===== config.mk =====
export PLATFORM = sky130hd
export DESIGN_NAME = uart_frame_tx
export DESIGN_NICKNAME = d
export VERILOG_FILES = /design/src/rtl/uart_frame_tx.sv
export SDC_FILE = /design/constraint.sdc
export NUM_CORES = 1
export LEC_CHECK = 0
export BUFFER_PORTS_ARGS = -buffer_cell sky130_fd_sc_hd__buf_4
export CAP_MARGIN = 5
export CORE_ASPECT_RATIO = 1.5
export CORE_MARGIN = 3
export CORE_UTILIZATION = 45
export DETAILED_ROUTE_END_ITERATION = 8
export PLACE_DENSITY_LB_ADDON = 0.15
export SLEW_MARGIN = 15
export SYNTH_ARGS = -nofsm -noshare
export SYNTH_HDL_FRONTEND = slang
export SYNTH_SLANG_ARGS = --single-unit

===== constraint.sdc =====
create_clock -name clk -period 2.95 [get_ports clk]
set_clock_uncertainty 0.05 [all_clocks]
set_input_delay 0.59 -clock clk [delete_from_list [all_inputs] [get_ports clk]]
set_output_delay 0.59 -clock clk [all_outputs]
set_load 0.02 [all_outputs]

===== src/rtl/uart_frame_tx.sv =====
module uart_frame_tx #(
  parameter int DW = 8
) (
  input  logic          clk,
  input  logic          rst_n,
  input  logic          bit_tick,
  input  logic          in_valid,
  input  logic [DW-1:0] in_data,
  output logic          in_ready,
  input  logic [1:0]    cfg_len,
  input  logic          cfg_par_en,
  input  logic          cfg_par_odd,
  input  logic          cfg_two_stop,
  input  logic          cfg_msb_first,
  input  logic          cfg_invert,
  input  logic          cfg_cts_en,
  input  logic          cts,
  input  logic          brk_req,
  output logic          tx_out,
  output logic          busy
);
  localparam int CW = $clog2(DW);

  typedef enum logic [2:0] {S_IDLE, S_START, S_DATA, S_PAR, S_STOP1, S_STOP2} st_t;

  st_t           st;
  logic [DW-1:0] hold_q, sh_q, ord, mask;
  logic          hold_full, par_q, pe_q, ts_q, line, start_ok, load;
  logic [CW-1:0] cnt_q, last_q, last_idx;

  assign last_idx = CW'(DW - 4) + CW'(cfg_len);
  assign in_ready = !hold_full;
  assign busy     = hold_full || (st != S_IDLE);
  assign start_ok = hold_full && !brk_req && (!cfg_cts_en || cts);
  assign load     = bit_tick && start_ok &&
                    (st == S_IDLE || (st == S_STOP1 && !ts_q) || st == S_STOP2);

  always_comb begin
    int idx;
    for (int i = 0; i < DW; i++) begin
      mask[i] = (i <= int'(last_idx));
      idx     = int'(last_idx) - i;
      if (cfg_msb_first) ord[i] = (idx >= 0) ? hold_q[idx[CW-1:0]] : 1'b0;
      else               ord[i] = hold_q[i];
    end
  end

  always_ff @(posedge clk or negedge rst_n) begin
    if (!rst_n) begin
      hold_q    <= '0;
      hold_full <= 1'b0;
    end else if (in_valid && in_ready) begin
      hold_q    <= in_data;
      hold_full <= 1'b1;
    end else if (load) begin
      hold_full <= 1'b0;
    end
  end

  always_ff @(posedge clk or negedge rst_n) begin
    if (!rst_n) begin
      st     <= S_IDLE;
      sh_q   <= '0;
      par_q  <= 1'b0;
      pe_q   <= 1'b0;
      ts_q   <= 1'b0;
      cnt_q  <= '0;
      last_q <= '0;
    end else if (bit_tick) begin
      case (st)
        S_START: begin
          st    <= S_DATA;
          cnt_q <= '0;
        end
        S_DATA: begin
          sh_q  <= sh_q >> 1;
          cnt_q <= cnt_q + CW'(1);
          if (cnt_q == last_q) st <= pe_q ? S_PAR : S_STOP1;
        end
        S_PAR:   st <= S_STOP1;
        S_STOP1: st <= ts_q ? S_STOP2 : S_IDLE;
        S_STOP2: st <= S_IDLE;
        default: st <= S_IDLE;
      endcase
      if (load) begin
        st     <= S_START;
        sh_q   <= ord;
        par_q  <= (^(hold_q & mask)) ^ cfg_par_odd;
        pe_q   <= cfg_par_en;
        ts_q   <= cfg_two_stop;
        last_q <= last_idx;
      end
    end
  end

  always_comb begin
    case (st)
      S_START: line = 1'b0;
      S_DATA:  line = sh_q[0];
      S_PAR:   line = par_q;
      S_STOP1,
      S_STOP2: line = 1'b1;
      default: line = !brk_req;
    endcase
  end

  assign tx_out = line ^ cfg_invert;


  tick_only_chk: assert property (@(posedge clk) disable iff (!rst_n)
    !bit_tick |=> $stable(st));


  cts_gate_chk: assert property (@(posedge clk) disable iff (!rst_n)
    (st == S_IDLE && cfg_cts_en && !cts) |=> st == S_IDLE);


  brk_gate_chk: assert property (@(posedge clk) disable iff (!rst_n)
    (st == S_IDLE && brk_req) |=> st == S_IDLE);


  accept_busy_chk: assert property (@(posedge clk) disable iff (!rst_n)
    (in_valid && in_ready) |=> (busy && !in_ready));


  idle_level_chk: assert property (@(posedge clk) disable iff (!rst_n)
    (st == S_IDLE && !brk_req) |-> tx_out == !cfg_invert);


  start_level_chk: assert property (@(posedge clk) disable iff (!rst_n)
    (st == S_START) |-> (tx_out == cfg_invert && busy));
endmodule


==> metrics.txt <==
Root Driver clkbuf_8; reg2reg start st[1]; # DRC 0; synth top area cells dfrtp_1 (37%), mux2_2 (6.9%), mux4_1 (5.4%), mux2i_1 (4.6%), mux4_2 (4.6%); Synthesized Nets 203; die area 5160 um^2; Synth Cell Area 1950 um^2; core region area 4060 um^2; DR WL/cell 16.1 um; synth warn 0; library cells used by synthesis 49; R2R Setup Slk 1.06 ns; chip width 59.7 um; Final Setup Violations 0; fin area 2210 um^2; Power Dens Cells 1030 nW/um^2; TritonRoute pass-1 iters 4; largest net degree at the start of global routing 30; CP Capture Point tx_out; Post-Syn Instances 177; worst-margin pin slew 0.732 ns; Sinks on Clock Net 29; slowest CP cell dfrtp_1; hold buffers post-CTS 0; Worst Path Required 2.31 ns; FILL cells 365; Fin Setup TNS 0 ns; ant diodes 0; Slew HR 0.511; area grow syn2layout 13.6%; dpl hpwl 2900 um; gpl congestion 0.852; CTS tree done; post-route ant nets 0; setup ws final 0.330 ns; pre-CTS WS 0.627 ns; Yosys reg bits 29; Final min period 2.62 ns; CP Class reg -> out; vias 1393; ys flop type dfrtp_1; Leak 0.953 nW; Pwr Total 2.27 mW; Worst Setup SP st[0]; first-pass GRT wire length 6600 um; initial antenna violation count 0; Setup Fix Bufs, Post-CTS 0; gr usage total 0.167; nature of the critical path endpoint output port; Ports 25; Post-synth ARST share 1.00; max-cap violations 0; outcome complete, no violations; Seq/Total Area, Yosys 0.373; Fin. Hold Viols 0; Reg2Reg Depth 4; nets 222; area leader, netlist dfrtp_1; WL final 3890 um; Slew Viols, Final 0; Clock transition at path regs 0.07 ns; effective utilization at floorplan 0.479; placed inst area 2090 um^2; First DRT Iteration DRCs 94; deepest level of the CTS H-tree 2; CP peak stage delay 0.64 ns; cells along the critical path mux2_2 > a221oi_1 > xnor2_1 > buf_4; Worst Path Arrival 1.98 ns; r2r endpoint sh_q[6]; EDFF count, synth 0; worst hold path type in -> async; Post-CTS Resized 0; post-synthesis average cell area 11.0 um^2; Synth top area share 0.373; number of global-route vias before repair 1448; die height 86.5 um; num rows 28; Max Freq 0.382 GHz; # port buffers 24; CTS buffer count 5; clk_lat worst skew 0.28 ns; startpoint types flop; clk buf depth 2; GRT Residual Overflow 0; critical path peak fanout 16; vias per cell 5.76; worst vdd ir 0.000659 V; layout cell share with drive strength beyond 1 0.264; RSZ-0062 raised after global routing no; final worst path period share 0.888
## layout by cell type, fill, tap and decap left out, types with 4 or more instances in the layout
cell	netlist	layout
inv_1	8	8
mux2_2	12	12
nor2b_1	4	4
mux4_2	4	4
clkbuf_8	1	6
dfrtp_1	29	29
buf_4	3	25
mux4_1	4	4
a21oi_1	6	6
nor2_1	8	8
nand2b_1	4	4
mux2i_1	9	9
nand2_1	16	16
xnor2_1	9	9
o21ai_0	8	8
ha_1	4	4
## metal layers
layer | routed length, um | track usage
met5 | 0 | 0
met4 | 55 | 0.0685
met3 | 115 | 0.0283
met2 | 2230 | 0.306
met1 | 1490 | 0.183
## worst max-delay path: cells and delay by family (launching register included)
family	cells	cell delay, ns
flops	1	0.64
mux	1	0.40
compound gates	1	0.34
xor+xnor	1	0.16
buf+inv	1	0.16
## worst min path at each step
stage | from | to | slack (ns) | depth (start not counted)
2_1_floorplan | rst_n | cnt_q[0] | 0.24 | 0
5_1_grt | rst_n | st[1] | 0.18 | 1
3_5_place_dp | par_q | par_q | 0.43 | 2
4_1_cts | rst_n | hold_full | 0.18 | 1
6_report | rst_n | st[1] | 0.17 | 1
3_3_place_gp | last_q[2] | last_q[2] | 0.42 | 1
## sequential cells by signal, indices dropped and copies added (netlist names)
| signal | flops |
|---|---|
| last_q | 3 |
| par_q | 1 |
| ts_q | 1 |
| hold_full | 1 |
| st | 3 |
| pe_q | 1 |
| cnt_q | 3 |
| sh_q | 8 |
| hold_q | 8 |
## metrics by stage
stage / hold slack, ns / util / cells
final: 0.167 / 0.544 / 242
after global routing: 0.182 / 0.544 / 242
after CTS: 0.179 / 0.544 / 242
after detailed placement: 0.427 / 0.514 / 234
after global placement: 0.424 / 0.514 / 234
after floorplan: 0.244 / - / 177
## report_power, final
| group | internal [mW] | switching [mW] |
|---|---|---|
| sequential | 0.591 | 0.281 |
| clock | 0.274 | 0.158 |
| combinational | 0.581 | 0.388 |
| total | 1.45 | 0.826 |
## logic make-up (layout without fill, tap and decap cells)
family          Yosys count  in the layout  synth area share
mux                      29             29             0.216
buf+inv                  21             41            0.0669
xor+xnor                 11             11            0.0566
simple gates             43             43             0.111
compound gates           40             40             0.150
fa+ha+maj                 4              4            0.0257
flops                    29             29             0.373
## cell usage after synthesis, drive strengths merged (3+ instances only)
cell and number:
dfrtp 29, nor2 8, nor2b 4, o21a 3, a21oi 6, clkbuf 5
xnor2 9, mux4 8, a211oi 3, ha 4, nand2b 4, nand2 16
inv 8, mux2i 9, a31oi 3, o21ai 9, mux2 12, buf 8
## cell type report
| type | instances | area, um^2 | area share |
|---|---|---|---|
| Multi-Input combinational cell | 127 | 1090 | 0.493 |
| Sequential cell | 29 | 726 | 0.328 |
| Timing Repair Buffer | 25 | 188 | 0.0849 |
| Clock buffer | 6 | 82.6 | 0.0374 |
| Tap cell | 45 | 56.3 | 0.0255 |
| Clock inverter | 2 | 37.5 | 0.0170 |
| Inverter | 8 | 30.0 | 0.0136 |
(Power assumes the default switching activity.)
